[src/rtl/pwm_ctl_pkg.sv]
package pwm_ctl_pkg;
  localparam int CTL_W     = 16;
  localparam int BYTE_W    = 8;
  localparam int PRESC_W   = 7;
  localparam int BIT_SRC   = 15;
  localparam int PRESC_LO  = 8;
  localparam int BIT_FLAG  = 7;
  localparam int BIT_EN    = 6;
  localparam int BIT_ROOM  = 5;

  // strobes from the register/control side to the queue and divider datapath
  typedef struct packed {
    logic pushReq;
    logic popReq;
    logic prescRestart;
  } dpStrobe_t;
endpackage

[src/rtl/pwm_ctl_regs.sv]
module pwm_ctl_regs
  import pwm_ctl_pkg::*;
#(
  parameter int FIFO_DEPTH = 4,
  parameter int LVL_W      = $clog2(FIFO_DEPTH + 1)
) (
  input  logic                clk,
  input  logic                rstN,
  input  logic                regSel,
  input  logic                wrEn,
  input  logic                rdEn,
  input  logic [CTL_W-1:0]    wrData,
  input  logic                periodEnd,
  input  logic [LVL_W-1:0]    fifoLevel,
  output dpStrobe_t           strobe,
  output logic                clkSrcSel,
  output logic [PRESC_W-1:0]  prescVal,
  output logic [CTL_W-1:0]    rdData,
  output logic                irqOut
);
  localparam logic [LVL_W-1:0] LOW_MARK  = LVL_W'(1);
  localparam logic [LVL_W-1:0] ROOM_MARK = LVL_W'(FIFO_DEPTH - 2);

  logic srcReg, flagReg, enReg;
  logic [PRESC_W-1:0] prescReg;
  logic ctlWr, ctlRd, smpWr, lowWater, roomForWord, swPost, flagNext;
  logic [PRESC_W-1:0] prescWr;

  assign ctlWr       = wrEn & ~regSel;
  assign smpWr       = wrEn & regSel;
  assign ctlRd       = rdEn & ~regSel;
  assign lowWater    = fifoLevel <= LOW_MARK;
  assign roomForWord = fifoLevel <= ROOM_MARK;
  assign swPost      = ctlWr & wrData[BIT_FLAG];
  assign prescWr     = wrData[PRESC_LO +: PRESC_W];

  assign strobe.pushReq      = smpWr & roomForWord;
  assign strobe.popReq       = periodEnd & (fifoLevel != '0);
  assign strobe.prescRestart = ctlWr & (prescWr != prescReg);

  // set (low water or software post) outranks clear-on-read
  always_comb begin
    if (lowWater || swPost) flagNext = 1'b1;
    else if (ctlRd)         flagNext = 1'b0;
    else                    flagNext = flagReg;
  end

  always_ff @(posedge clk) begin
    if (!rstN) begin
      srcReg   <= 1'b0;
      prescReg <= '0;
      enReg    <= 1'b0;
      flagReg  <= 1'b0;
    end else begin
      flagReg <= flagNext;
      if (ctlWr) begin
        srcReg   <= wrData[BIT_SRC];
        prescReg <= prescWr;
        enReg    <= wrData[BIT_EN];
      end
    end
  end

  always_comb begin
    rdData = '0;
    if (!regSel) begin
      rdData[BIT_SRC]                 = srcReg;
      rdData[PRESC_LO +: PRESC_W]     = prescReg;
      rdData[BIT_FLAG]                = flagReg;
      rdData[BIT_EN]                  = enReg;
      rdData[BIT_ROOM]                = roomForWord;
    end
  end

  assign clkSrcSel = srcReg;
  assign prescVal  = prescReg;
  assign irqOut    = flagReg & enReg;

  a_r4_low_sets: assert property (@(posedge clk) disable iff (!rstN)
    lowWater |=> flagReg);
  a_r5_read_clears: assert property (@(posedge clk) disable iff (!rstN)
    (ctlRd && !lowWater && !swPost) |=> !flagReg);
  a_r6_sw_post: assert property (@(posedge clk) disable iff (!rstN)
    swPost |=> flagReg);
  a_r6_zero_keeps: assert property (@(posedge clk) disable iff (!rstN)
    (flagReg && !ctlRd) |=> flagReg);
endmodule

[src/rtl/pwm_ctl_data.sv]
module pwm_ctl_data
  import pwm_ctl_pkg::*;
#(
  parameter int FIFO_DEPTH = 4,
  parameter int LVL_W      = $clog2(FIFO_DEPTH + 1)
) (
  input  logic                clk,
  input  logic                rstN,
  input  dpStrobe_t           strobe,
  input  logic [CTL_W-1:0]    pushWord,
  input  logic                clkSrcSel,
  input  logic [PRESC_W-1:0]  prescVal,
  input  logic                sysTick,
  input  logic                slowTick,
  output logic [LVL_W-1:0]    fifoLevel,
  output logic [BYTE_W-1:0]   sampleByte,
  output logic                sampleValid,
  output logic                prescTick
);
  // depth must be a power of two so the pointers wrap naturally
  localparam int PTR_W = $clog2(FIFO_DEPTH);

  logic [BYTE_W-1:0] mem [FIFO_DEPTH];
  logic [PTR_W-1:0]  wrPtr, rdPtr, wrPtrLo;
  logic [PRESC_W-1:0] prescCnt;
  logic srcTick, cntHit;

  assign wrPtrLo = wrPtr + PTR_W'(1);

  genvar g;
  generate
    for (g = 0; g < FIFO_DEPTH; g++) begin : g_slot
      always_ff @(posedge clk) begin
        if (strobe.pushReq) begin
          if (wrPtr == PTR_W'(g))        mem[g] <= pushWord[CTL_W-1:BYTE_W];
          else if (wrPtrLo == PTR_W'(g)) mem[g] <= pushWord[BYTE_W-1:0];
        end
      end
    end
  endgenerate

  always_ff @(posedge clk) begin
    if (!rstN) begin
      wrPtr     <= '0;
      rdPtr     <= '0;
      fifoLevel <= '0;
    end else begin
      if (strobe.pushReq) wrPtr <= wrPtr + PTR_W'(2);
      if (strobe.popReq)  rdPtr <= rdPtr + PTR_W'(1);
      case ({strobe.pushReq, strobe.popReq})
        2'b10:   fifoLevel <= fifoLevel + LVL_W'(2);
        2'b11:   fifoLevel <= fifoLevel + LVL_W'(1);
        2'b01:   fifoLevel <= fifoLevel - LVL_W'(1);
        default: fifoLevel <= fifoLevel;
      endcase
    end
  end

  assign sampleValid = fifoLevel != '0;
  assign sampleByte  = sampleValid ? mem[rdPtr] : '0;

  // divider: tick on every (prescVal+1)th selected source strobe
  assign srcTick   = clkSrcSel ? slowTick : sysTick;
  assign cntHit    = prescCnt == prescVal;
  assign prescTick = srcTick & cntHit;

  always_ff @(posedge clk) begin
    if (!rstN)                    prescCnt <= '0;
    else if (strobe.prescRestart) prescCnt <= '0;
    else if (srcTick)             prescCnt <= cntHit ? '0 : prescCnt + PRESC_W'(1);
  end

  a_r9_no_overflow: assert property (@(posedge clk) disable iff (!rstN)
    fifoLevel <= LVL_W'(FIFO_DEPTH));
  a_r9_push_adds_two: assert property (@(posedge clk) disable iff (!rstN)
    (strobe.pushReq && !strobe.popReq) |=> fifoLevel == $past(fifoLevel) + LVL_W'(2));
  a_r10_empty_pop_noop: assert property (@(posedge clk) disable iff (!rstN)
    (fifoLevel == '0 && !strobe.pushReq) |=> fifoLevel == '0);
  a_r3_cnt_bound: assert property (@(posedge clk) disable iff (!rstN)
    prescCnt <= prescVal);
endmodule

[src/rtl/pwm_ctl_top.sv]
module pwm_ctl_top
  import pwm_ctl_pkg::*;
#(
  parameter int FIFO_DEPTH = 4
) (
  input  logic               clk,
  input  logic               rstN,
  input  logic               regSel,
  input  logic               wrEn,
  input  logic               rdEn,
  input  logic [15:0]        wrData,
  output logic [15:0]        rdData,
  input  logic               periodEnd,
  input  logic               sysTick,
  input  logic               slowTick,
  output logic               prescTick,
  output logic [7:0]         sampleByte,
  output logic               sampleValid,
  output logic               irqOut
);
  localparam int LVL_W = $clog2(FIFO_DEPTH + 1);

  dpStrobe_t          strobe;
  logic [LVL_W-1:0]   fifoLevel;
  logic               clkSrcSel;
  logic [PRESC_W-1:0] prescVal;

  pwm_ctl_regs #(.FIFO_DEPTH(FIFO_DEPTH), .LVL_W(LVL_W)) regs_i (
    .clk(clk), .rstN(rstN), .regSel(regSel), .wrEn(wrEn), .rdEn(rdEn),
    .wrData(wrData), .periodEnd(periodEnd), .fifoLevel(fifoLevel),
    .strobe(strobe), .clkSrcSel(clkSrcSel), .prescVal(prescVal),
    .rdData(rdData), .irqOut(irqOut)
  );

  pwm_ctl_data #(.FIFO_DEPTH(FIFO_DEPTH), .LVL_W(LVL_W)) data_i (
    .clk(clk), .rstN(rstN), .strobe(strobe), .pushWord(wrData),
    .clkSrcSel(clkSrcSel), .prescVal(prescVal), .sysTick(sysTick),
    .slowTick(slowTick), .fifoLevel(fifoLevel), .sampleByte(sampleByte),
    .sampleValid(sampleValid), .prescTick(prescTick)
  );
endmodule

[config.mk]
export PLATFORM = sky130hd
export DESIGN_NAME = pwm_ctl_top
export DESIGN_NICKNAME = d
export VERILOG_FILES = /design/src/rtl/pwm_ctl_pkg.sv /design/src/rtl/pwm_ctl_regs.sv /design/src/rtl/pwm_ctl_data.sv /design/src/rtl/pwm_ctl_top.sv
export SDC_FILE = /design/constraint.sdc
export NUM_CORES = 1
export LEC_CHECK = 0
export BUFFER_PORTS_ARGS = -buffer_cell sky130_fd_sc_hd__buf_2
export CORE_MARGIN = 4
export CORE_UTILIZATION = 45
export DETAILED_ROUTE_END_ITERATION = 10
export PLACE_DENSITY = 0.76
export SETUP_SLACK_MARGIN = 0.02
export SYNTH_ARGS = -nofsm -noshare
export SYNTH_HDL_FRONTEND = slang
export SYNTH_HIERARCHICAL = 1
export SYNTH_SLANG_ARGS = --single-unit
[constraint.sdc]
create_clock -name clk -period 3 [get_ports clk]
set_input_delay 0.6 -clock clk [delete_from_list [all_inputs] [get_ports clk]]
set_output_delay 0.6 -clock clk [all_outputs]
set_load 0.03 [all_outputs]
### After elaboration in Yosys (flattened, before gate mapping)

Memory sizes are Yosys's and may differ from the RTL's. A register that Yosys moved wholly into a read port is not among the register bits.
Index checks and enable logic that the tools add are counted.

* RAM bits: 32
* logic and storage cells: 100
* memories: 1
* output and inout bits: 27
* register bits after elaboration: 24
* input bits: 24

* add/sub/neg operators: 7
* muxes and demuxes: 47
* reduce and logical (&&, ||, !) cells: 9
* $lt $le $gt $ge: 2
* eq/ne operators: 11
* bitwise logic cells: 15

Memories
* data_i.mem: words 4, bits a word 8, read ports 1, clocked after Yosys merged registers in 1, wr ports 2, line pwm_ctl_data.sv:23 `logic [BYTE_W-1:0] mem [FIFO_DEPTH];`

Operators by type and width (number)
* $mux 8: 7
* $mux 1: 33
* $reduce_or 8->1: 2
* $eq 2x2->1 const B: 6
* $mux 11: 1
* $and 1x1->1: 9
* $pmux 3 s3: 1
* $mux 2: 4
* $add 7x1->7 const B: 1
* $eq 7x7->1: 1
* $mux 7: 1
* $ne 7x7->1: 1
* $eq 2x1->1 const B: 3
* $reduce_bool 3->1: 2
* $add 2x1->2 const B: 2
* $logic_not 2->1: 2
* $or 1x1->1: 4
* $add 3x1->3 const B: 1
* $add 3x2->3 const B: 1
* $le 3x1->1 const B: 1
* $le 3x2->1 const B: 1
* $sub 3x1->3 const B: 1
* $add 2x2->2 const B: 1
* $not 1->1: 2
* other kinds (3): 3

### Logic depth before layout (Yosys ltp)

Gate-level depths: netlist of run 1.

* depth after elaboration: 9
* depth in mapped cells: 9
* depth with buffers taken out: 9

### Modules after synthesis

The synthesis of run 1 kept the hierarchy.

Modules (own cells, without submodules)
* pwm_ctl_data: seq. area each 1261.2 µm², area each 1954.4 µm², instances 1, cells an instance 131
* pwm_ctl_regs: seq. area each 200.2 µm², area each 606.8 µm², instances 1, cells an instance 77

### Worst setup path before layout of run 1

OpenSTA, ideal clock, no wires.

* path kind: input port to output port
* from: input port slowTick
* to: output port prescTick
* data required time: 2400 ps
* arrival time: 1771 ps
* stages: 2
* slack: 629 ps
* path buffers: 0
* cell sequence: mux2i_1 -> nor4_1

* longest elaborated chain between the ends: 2

RTL lines
* from (decl): line pwm_ctl_top.sv:15 `input logic slowTick,`
* $mux 1: line pwm_ctl_data.sv:63 `assign srcTick = clkSrcSel ? slowTick : sysTick;`
* $and 1x1->1: line pwm_ctl_data.sv:65 `assign prescTick = srcTick & cntHit;`
* to (decl): line pwm_ctl_top.sv:16 `output logic prescTick,`

Every way passes these cells.

==> results.toml, run 1 <==
[status]
run_status = "finished clean"

[cells_and_area]
design_area_um2 = 2995
fin_util = 0.5440
antenna_cells = 0
multi_input_area_um2 = 1033
area.sequential_um2 = 1461
syn2layout_area_growth_pct = 16.95
drive_above_1_share = 0.2614
nets = 286
n_fill_cell = 492

[worst_setup_path]
worst-path-stages = 3
crit_arrival_ns = 1.85
crit_path_start_kind = "flop"
cp_slowest_stage_delay_ns = 0.64
path_cells = "mux4_2, nor2b_1, buf_2"
worst-r2r-cell-count = 8
cp-end-kind = "primary output"
critPathBufInv = 1
slowest_stage = "dfxtp_1"
cp.required_ns = 2.40
critPathKind = "reg2out"
critPathMaxFanout = 8
critPathTopFamily = "flip-flops"

[hold_path]
hold_depth = 1
min_path_type = "in2reg"

[clocking]
clk_pin_slew_ns = 0.06
clockBufferDepth = 2
htree_levels = 3
clk_latency_ns = 0.32
post_cts_buffers = 0
cts_sinks = 57
cts_buffers = 9
cts_tree = "yes"
root_buffer = "clkbuf_8"
hold_buffers = 0
cts_resized = 0

[placed_design]
dpl_cell_area_um2 = 2844
hpwl_um = 3489
io_buffers = 45
gp_congestion = 0.7937
place_ws_ns = 0.7335

[pwr]
power.leakage_nw = 1.153
p_total_mw = 2.196
p_per_area_nw_per_um2 = 733.2
ir_worst_vdd_mv = 0.3858

[synthesis]
synth_cell_type_count = 32
ys_warn_count = 6
avgSynthCellArea_um2 = 12.31
synthCells = 208
ys_ff_latch = 57
syn_area_um2 = 2561
ys_seq_area_frac = 0.5706

[grt]
grt_max_degree = 19
antenna_found_initial = 0
grt_pass1_vias = 1574
grt_usage = 0.1398
grt_overflow = 0
grt_pass1_wl_um = 7645

[sta]
fmax_mhz = 407.8
tightest_slew_ns = 0.7096
setup_violations = 0
fin_skew_ns = 0.005312
fin_setup_tns_ns = 0
relSlewSlack = 0.5269
finalCriticalPeriod_ns = 2.452
layout_setup_ws_ns = 0.5480
rsz0062_at_grt = "false"
fin_crit_sh = 0.8173
report.final.slew_viol_count = 0
finalHoldViolations = 0

[floorplanning]
die-width_um = 83.44
dieArea_um2 = 6962
fp-row-count = 27
die_h_um = 83.44
core_um2 = 5507
start_util = 0.4651
ioPinCount = 51

[detailed_routing]
postRouteAntennaNets = 0
dr.first_iter.drc_count = 65
drc_errors = 0
num_vias = 1618
routedWlPerCell_um = 13.87
drt-total-wl_um = 4661
via_per_inst = 4.815
first_pass_iters = 4

[run]
drv_cap = 0
==> kinds of logic after synthesis <==
| group | Yosys count | share of synthesized area |
|---|---|---|
| AO/OA/AOI/OAI | 20 | 0.06351 |
| XOR/XNOR | 26 | 0.08891 |
| adder cells (fa/ha/maj) | 2 | 0.009769 |
| buffers and inverters | 14 | 0.03175 |
| flip-flops | 57 | 0.5706 |
| multiplexers | 11 | 0.08256 |
| other | 1 | 0.001464 |
| AND/OR/NAND/NOR | 77 | 0.1514 |
==> area by class of cell <==
cell class | instances | area share
well taps | 72 | 0.03008
repair buffers | 48 | 0.08271
flip-flops and latches | 57 | 0.4879
multi-input cells | 141 | 0.3450
clock inverters | 5 | 0.007937
clock buffers | 10 | 0.04261
inverters | 3 | 0.003759
==> final timing paths <==
path	startpoint	endpoint	slack (ns)
setup reg to reg	data_i/fifoLevel[1]	data_i/fifoLevel[2]	0.92
setup / recovery	flop	sampleByte[0]	0.55
hold reg to reg	regs_i/enReg	regs_i/enReg	0.48
hold / removal	wrData[5]	data_i/mem[1][5]	0.47
==> where the power goes <==
| part | total [mW] | internal (mW) | switching [mW] | leakage (nW) |
|---|---|---|---|---|
| clock | 0.556 | 0.284 | 0.272 | 0.0746 |
| combinational | 0.664 | 0.267 | 0.396 | 0.582 |
| sequential | 0.976 | 0.906 | 0.0707 | 0.497 |
==> sequential cells by signal, indices dropped and copies added (netlist names), named ones only <==
register and count:
data_i/fifoLevel 3, regs_i/enReg 1, data_i/prescCnt 7, regs_i/clkSrcSel 1, data_i/rdPtr 2, regs_i/flagReg 1, regs_i/prescVal 7, data_i/mem 32
data_i/wrPtr 1
==> through the flow <==
stage	std cells	hold WS (ns)
3_5_place_dp	321	0.4611
3_3_place_gp	321	0.4541
4_1_cts	336	0.4549
2_1_floorplan	212	0.4389
5_1_grt	336	0.4544
6_report	336	0.4667
==> layout by cell type (no fill, tap or decap), drive strengths merged <==
master / instances
buf: 48
dfxtp: 25
o21ai: 2
nor2: 10
and3: 1
and2: 8
xor2: 8
conb: 5
clkbuf: 10
edfxtp: 32
inv: 3
o21a: 1
a21boi: 10
a41oi: 1
o41ai: 1
xnor2: 18
mux2i: 2
mux2: 1
clkinvlp: 1
nor2b: 20
nor4: 2
ha: 2
nand4: 1
nand2: 26
o32a: 1
mux4: 8
nor3: 3
clkinv: 4
o31a: 1
and2b: 2
nand3: 2
a21oi: 3
nand2b: 2
==> per-layer routing <==
layer / share of wire / vias up / GRT usage
met3: 0.049 / 6 / 0.04861
li1: - / 814 / -
met5: 0 / - / 0
met1: 0.45 / 768 / 0.1787
met2: 0.49 / 30 / 0.2172
met4: 0.0094 / 0 / 0.05702
==> synth_stat cells (all sizes together) <==
cell type  count  area (um2)
ha             2       25.02
o21ai          2       10.01
mux2i          2       20.02
nor2b         20       125.1
xor2           8       70.07
o32a           1       10.01
o21a           1       7.510
edfxtp        32       960.9
mux2           1       11.26
nor2          10       37.54
buf            9       62.56
a21oi          3       15.01
o31a           1       8.760
a21boi        10       75.07
nor3           3       15.01
a41oi          1       8.760
nand3          2       10.01
conb           1       3.750
nand2b         2       12.51
clkbuf         2       7.510
and2           8       50.05
inv            3       11.26
dfxtp         25       500.5
and2b          2       15.01
o41ai          1       27.53
and3           1       6.260
nor4           2       12.51
nand4          1       6.260
nand2         26       97.59
mux4           8       180.2
xnor2         18       157.7
==> worst reg2reg max path, stage by stage (launching register included) <==
cell and delay, ns:
dfxtp_1 0.48, a21oi_1 0.13, and3_1 0.24, nand2b_1 0.18, xnor2_1 0.14, ha_1 0.20, o32a_1 0.34, xnor2_1 0.12
and2_1 0.15
No activity file was read; power rests on OpenSTA's default activity.
==> run 2, diff against run 1 <==
- clock period: 3 -> 2.3 ns (I/O delays scaled with it)
==> run 2 against run 1 <==
Sequential cell count unchanged. Register-to-register slack got worse by 0.72 ns. Global-route usage decreased by 0.052 points. Total power increased by 43%. Combinational power increased by 34%. Design area increased by 3.2%. Via count increased by 1.1%. Non-clock buffer count increased by 5. Clock-buffer cell count decreased by 1. Clock power increased by 75%. Clock skew increased by 0.0030 ns. Largest cell class unchanged. Largest power group unchanged.
==> results.toml, run 2 (synthesized netlist as in run 1, its figures left out) <==
[status]
run_status = "finished clean"

[detailed_routing]
postRouteAntennaNets = 0
first_pass_iters = 4
num_vias = 1636
drt-total-wl_um = 4616
dr.first_iter.drc_count = 87
via_per_inst = 4.784
drc_errors = 0
routedWlPerCell_um = 13.50

[worst_setup_path]
cp.required_ns = 1.84
worst-r2r-cell-count = 8
cp-end-kind = "primary output"
cp_slowest_stage_delay_ns = 0.49
critPathMaxFanout = 5
crit_arrival_ns = 1.72
path_cells = "buf_4, mux4_2, nor2b_1, buf_2"
crit_path_start_kind = "flop"
slowest_stage = "mux4_2"
critPathKind = "reg2out"
rr_startpoint = "data_i/fifoLevel[1]"

[clocking]
clk_pin_slew_ns = 0.07
cts_resized = 1
htree_levels = 3
post_cts_buffers = 0
hold_buffers = 0
cts_tree = "yes"
root_buffer = "clkbuf_8"
clk_latency_ns = 0.33
cts_buffers = 9
clockBufferDepth = 2
cts_sinks = 57

[cells_and_area]
drive_above_1_share = 0.2889
n_fill_cell = 463
largest-register = "data_i/mem"
final_common_cell = "buf_2"
syn2layout_area_growth_pct = 20.71
final_cell_mix = "buf_2 (45), edfxtp_1 (32), nand2_1 (26)"
nets = 291
antenna_cells = 0
largest_reg_flops = 32
fin_cells = 342

[floorplanning]
die-width_um = 83.44
core_um2 = 5507
die_h_um = 83.44
start_util = 0.4651
dieArea_um2 = 6962
ioPinCount = 51
fp-row-count = 27

[sta]
finalHoldViolations = 0
report.final.slew_viol_count = 0
setup_violations = 0
fmax_mhz = 459.1
rsz0062_at_grt = "false"
layout_setup_ws_ns = 0.1219
finalCriticalPeriod_ns = 2.178
fin_setup_tns_ns = 0
fin_crit_sh = 0.9470
whs_ns = 0.3149
fin_skew_ns = 0.008266

[pwr]
p_int_mw = 2.140
pwr-share-seq = 0.405
switching_share = 0.3165
p_per_area_nw_per_um2 = 1013
combinationalPowerShare = 0.284
p_switching_mw = 0.9907
ir_worst_vdd_mv = 0.4826
clockPowerShare = 0.311
power.leakage_nw = 1.208

[placed_design]
hpwl_um = 3411
io_buffers = 45
place_ws_ns = 0.1953
gp_congestion = 0.8799
dpl.cell_count = 326

[grt]
grt_usage = 0.1393
grt_max_degree = 19
grt_overflow = 0
antenna_found_initial = 0
grt_pass1_vias = 1558
globalRoute.busiestLayer = "met2"
grt_pass1_wl_um = 7500
grt_util_met3 = 0.05952
use_met1 = 0.1754
grtUsageMet2 = 0.2179

[hold_path]
hold_depth = 1
min_from = "wrData[3]"
min_path_type = "in2reg"

[run]
drv_cap = 0
run 2: critical path, delay by kind of cell (launching register included):
family                 cells  cell delay, ns
multiplexers               1            0.49
buffers and inverters      2            0.36
AND/OR/NAND/NOR            1            0.14
flip-flops                 1            0.40
run 2: path summary, 6_finish.rpt:
kind / endpoint / slack, ns
hold / removal: data_i/mem[3][3] / 0.31
hold reg to reg: regs_i/enReg / 0.47
setup / recovery: sampleByte[4] / 0.12
setup reg to reg: data_i/fifoLevel[2] / 0.20
run 2: stage by stage:
step / cell area [um2] / power [mW] / utilization
4_1_cts: 3092 / 3.179 / 0.5615
3_5_place_dp: 2882 / 2.197 / 0.5233
6_report: 3092 / 3.131 / 0.5615
2_1_floorplan: 2576 / 1.934 / -
5_1_grt: 3092 / 3.302 / 0.5615
3_3_place_gp: 2882 / 2.170 / 0.5233
run 2: layer usage:
layer | up-vias | routed length (um)
li1 | 829 | -
met1 | 753 | 2036
met2 | 48 | 2254
met3 | 6 | 280
met4 | 0 | 45
met5 | - | 0
run 2: cell type report:
| cell class | count | area (um2) | share of cell area |
|---|---|---|---|
| Sequential cell | 57 | 1463 | 0.4731 |
| Clock inverter | 7 | 85.08 | 0.02752 |
| Clock buffer | 9 | 123.9 | 0.04006 |
| Timing Repair Buffer | 53 | 285.3 | 0.09227 |
| Tap cell | 72 | 90.09 | 0.02914 |
| Multi-Input combinational cell | 141 | 1033 | 0.3343 |
| Inverter | 3 | 11.26 | 0.003642 |
run 2: power by group through the flow:
| stage | Clock, mW | Sequential (mW) | Combinational, mW |
|---|---|---|---|
| 6_report | 0.975 | 1.27 | 0.889 |
| 5_1_grt | 1.06 | 1.28 | 0.963 |
| 4_1_cts | 1.00 | 1.27 | 0.910 |
| 3_5_place_dp | 0 | 1.29 | 0.910 |
| 3_3_place_gp | 0 | 1.28 | 0.888 |
| 2_1_floorplan | 0 | 1.25 | 0.679 |
==> run 3, diff against run 2 <==
- clock period: 2.3 -> 2.36 ns (I/O delays scaled with it)
==> run 3 against run 2 <==
Routed wire length is 1.3% higher. Largest power group unchanged. Global-route usage is 0.61 points higher. Sequential power fell by 3%. Clock-buffer cell count stayed put. First-iteration DRC count down 9.2%.
==> results.toml, run 3 (synthesized netlist as in run 1, its figures left out) <==
[run]
drv_cap = 0

[sta]
whs_ns = 0.3337
setup_violations = 0
fmax_mhz = 475.1
report.final.slew_viol_count = 0
finalHoldViolations = 0
fin_setup_tns_ns = 0
relSlewSlack = 0.5442
rsz0062_at_grt = "false"
finalCriticalPeriod_ns = 2.105
fin_skew_ns = 0.007722
tightest_slew_ns = 0.6823
fin_crit_sh = 0.8918

[worst_setup_path]
crit_path_start_kind = "flop"
rrSetupSlack_ns = 0.26
critPathMaxFanout = 8
cp.required_ns = 2.58
cp_slowest_stage_delay_ns = 0.49
critPathBufInv = 0
path_cells = "a21oi_1, and3_1, nand2b_1, xnor2_1, ha_1, o32a_1, xnor2_1, and2_1"
critPathTopFamily = "simple AND/OR/NAND/NOR gates"
slowest_stage = "dfxtp_1"
critPathKind = "reg2reg"
crit_arrival_ns = 2.32
cp-end-kind = "flop"
crit_top_cell = "xnor2_1"
worst-path-stages = 8
worst-r2r-cell-count = 8

[pwr]
combinationalPowerShare = 0.311
p_int_mw = 1.879
ir_worst_vdd_mv = 0.4217
pwr-share-seq = 0.431
switching_share = 0.3401
p_total_mw = 2.848
p_per_area_nw_per_um2 = 935.9
p_switching_mw = 0.9685
power.leakage_nw = 1.184
clockPowerShare = 0.258

[clocking]
clk_latency_ns = 0.33
root_buffer = "clkbuf_8"
clk_pin_slew_ns = 0.06
cts_resized = 0
cts_buffers = 9
hold_buffers = 0
clockBufferDepth = 2
cts_sinks = 57
post_cts_buffers = 0
cts_tree = "yes"
htree_levels = 3

[detailed_routing]
dr.first_iter.drc_count = 79
num_vias = 1642
postRouteAntennaNets = 0
routedWlPerCell_um = 13.68
drc_errors = 0
via_per_inst = 4.801
first_pass_iters = 4
drt-total-wl_um = 4677

[cells_and_area]
largest_reg_flops = 32
largest-register = "data_i/mem"
drive_above_1_share = 0.2852
final_cell_mix = "buf_2 (45), edfxtp_1 (32), nand2_1 (26)"
antenna_cells = 0
final_common_cell = "buf_2"
syn2layout_area_growth_pct = 18.81
nets = 291

[floorplanning]
ioPinCount = 51
start_util = 0.4651
core_um2 = 5507
fp-row-count = 27
die_h_um = 83.44
die-width_um = 83.44
dieArea_um2 = 6962

[hold_path]
hold_depth = 1
min_path_type = "in2reg"

[grt]
grt_pass1_vias = 1652
grt_max_degree = 19
grt_overflow = 0
grt_pass1_wl_um = 7859
antenna_found_initial = 0
grt_usage = 0.1454

[placed_design]
gp_congestion = 0.8219
io_buffers = 45
hpwl_um = 3483

[status]
run_status = "finished clean"
## run 3: cell types whose count changed in the layout (fill, tap and decap cells not counted), sizes merged
cell	before	now
bufinv	2	0
clkinv	4	5
clkinvlp	1	2
## run 3: layout make-up
cell class,instances,area (um2)
inverters,3,11.26
clock inverters,7,37.54
clock buffers,9,123.9
flip-flops and latches,57,1461
repair buffers,53,285.3
well taps,72,90.09
multi-input cells,141,1033
fillers,479,2464
## run 3: per-stage QoR
stage / std cells / setup WS [ns] / instance area (um2) / utilization
floorplan: 212 / 0.2037 / 2576 / -
global placement: 326 / 0.2574 / 2882 / 0.5233
detailed placement: 326 / 0.2031 / 2882 / 0.5233
CTS: 342 / 0.2276 / 3043 / 0.5526
global route: 342 / 0.06573 / 3043 / 0.5526
finish: 342 / 0.2553 / 3043 / 0.5526
## run 3: path summary, 6_finish.rpt
check                                    startpoint             endpoint
worst max-delay path            data_i/fifoLevel[1]  data_i/fifoLevel[2]
worst min-delay path                      wrData[5]     data_i/mem[3][5]
worst max register to register  data_i/fifoLevel[1]  data_i/fifoLevel[2]
worst min register to register         regs_i/enReg         regs_i/enReg
## run 3: per-layer routing
| metal | global-route usage | up-vias | wire, um |
|---|---|---|---|
| met5 | 0 | - | 0 |
| met4 | 0.05263 | 0 | 20 |
| met3 | 0.06647 | 2 | 318 |
| met2 | 0.2332 | 42 | 2393 |
| met1 | 0.1719 | 773 | 1945 |
| li1 | - | 825 | - |
## run 3: worst reg2reg max path: stages, from the launching register on
cell and delay [ns]:
dfxtp_1 0.49, a21oi_1 0.14, and3_1 0.24, nand2b_1 0.19, xnor2_1 0.13, ha_1 0.20
o32a_1 0.34, xnor2_1 0.12, and2_1 0.15
## run 3: power by group through the flow
| stage | combinational (mW) | sequential (mW) | clock [mW] |
|---|---|---|---|
| finish | 0.884 | 1.23 | 0.735 |
| global placement | 0.885 | 1.24 | 0 |
| CTS | 0.901 | 1.23 | 0.754 |
| global route | 0.961 | 1.24 | 0.805 |
| detailed placement | 0.899 | 1.25 | 0 |
| floorplan | 0.662 | 1.22 | 0 |
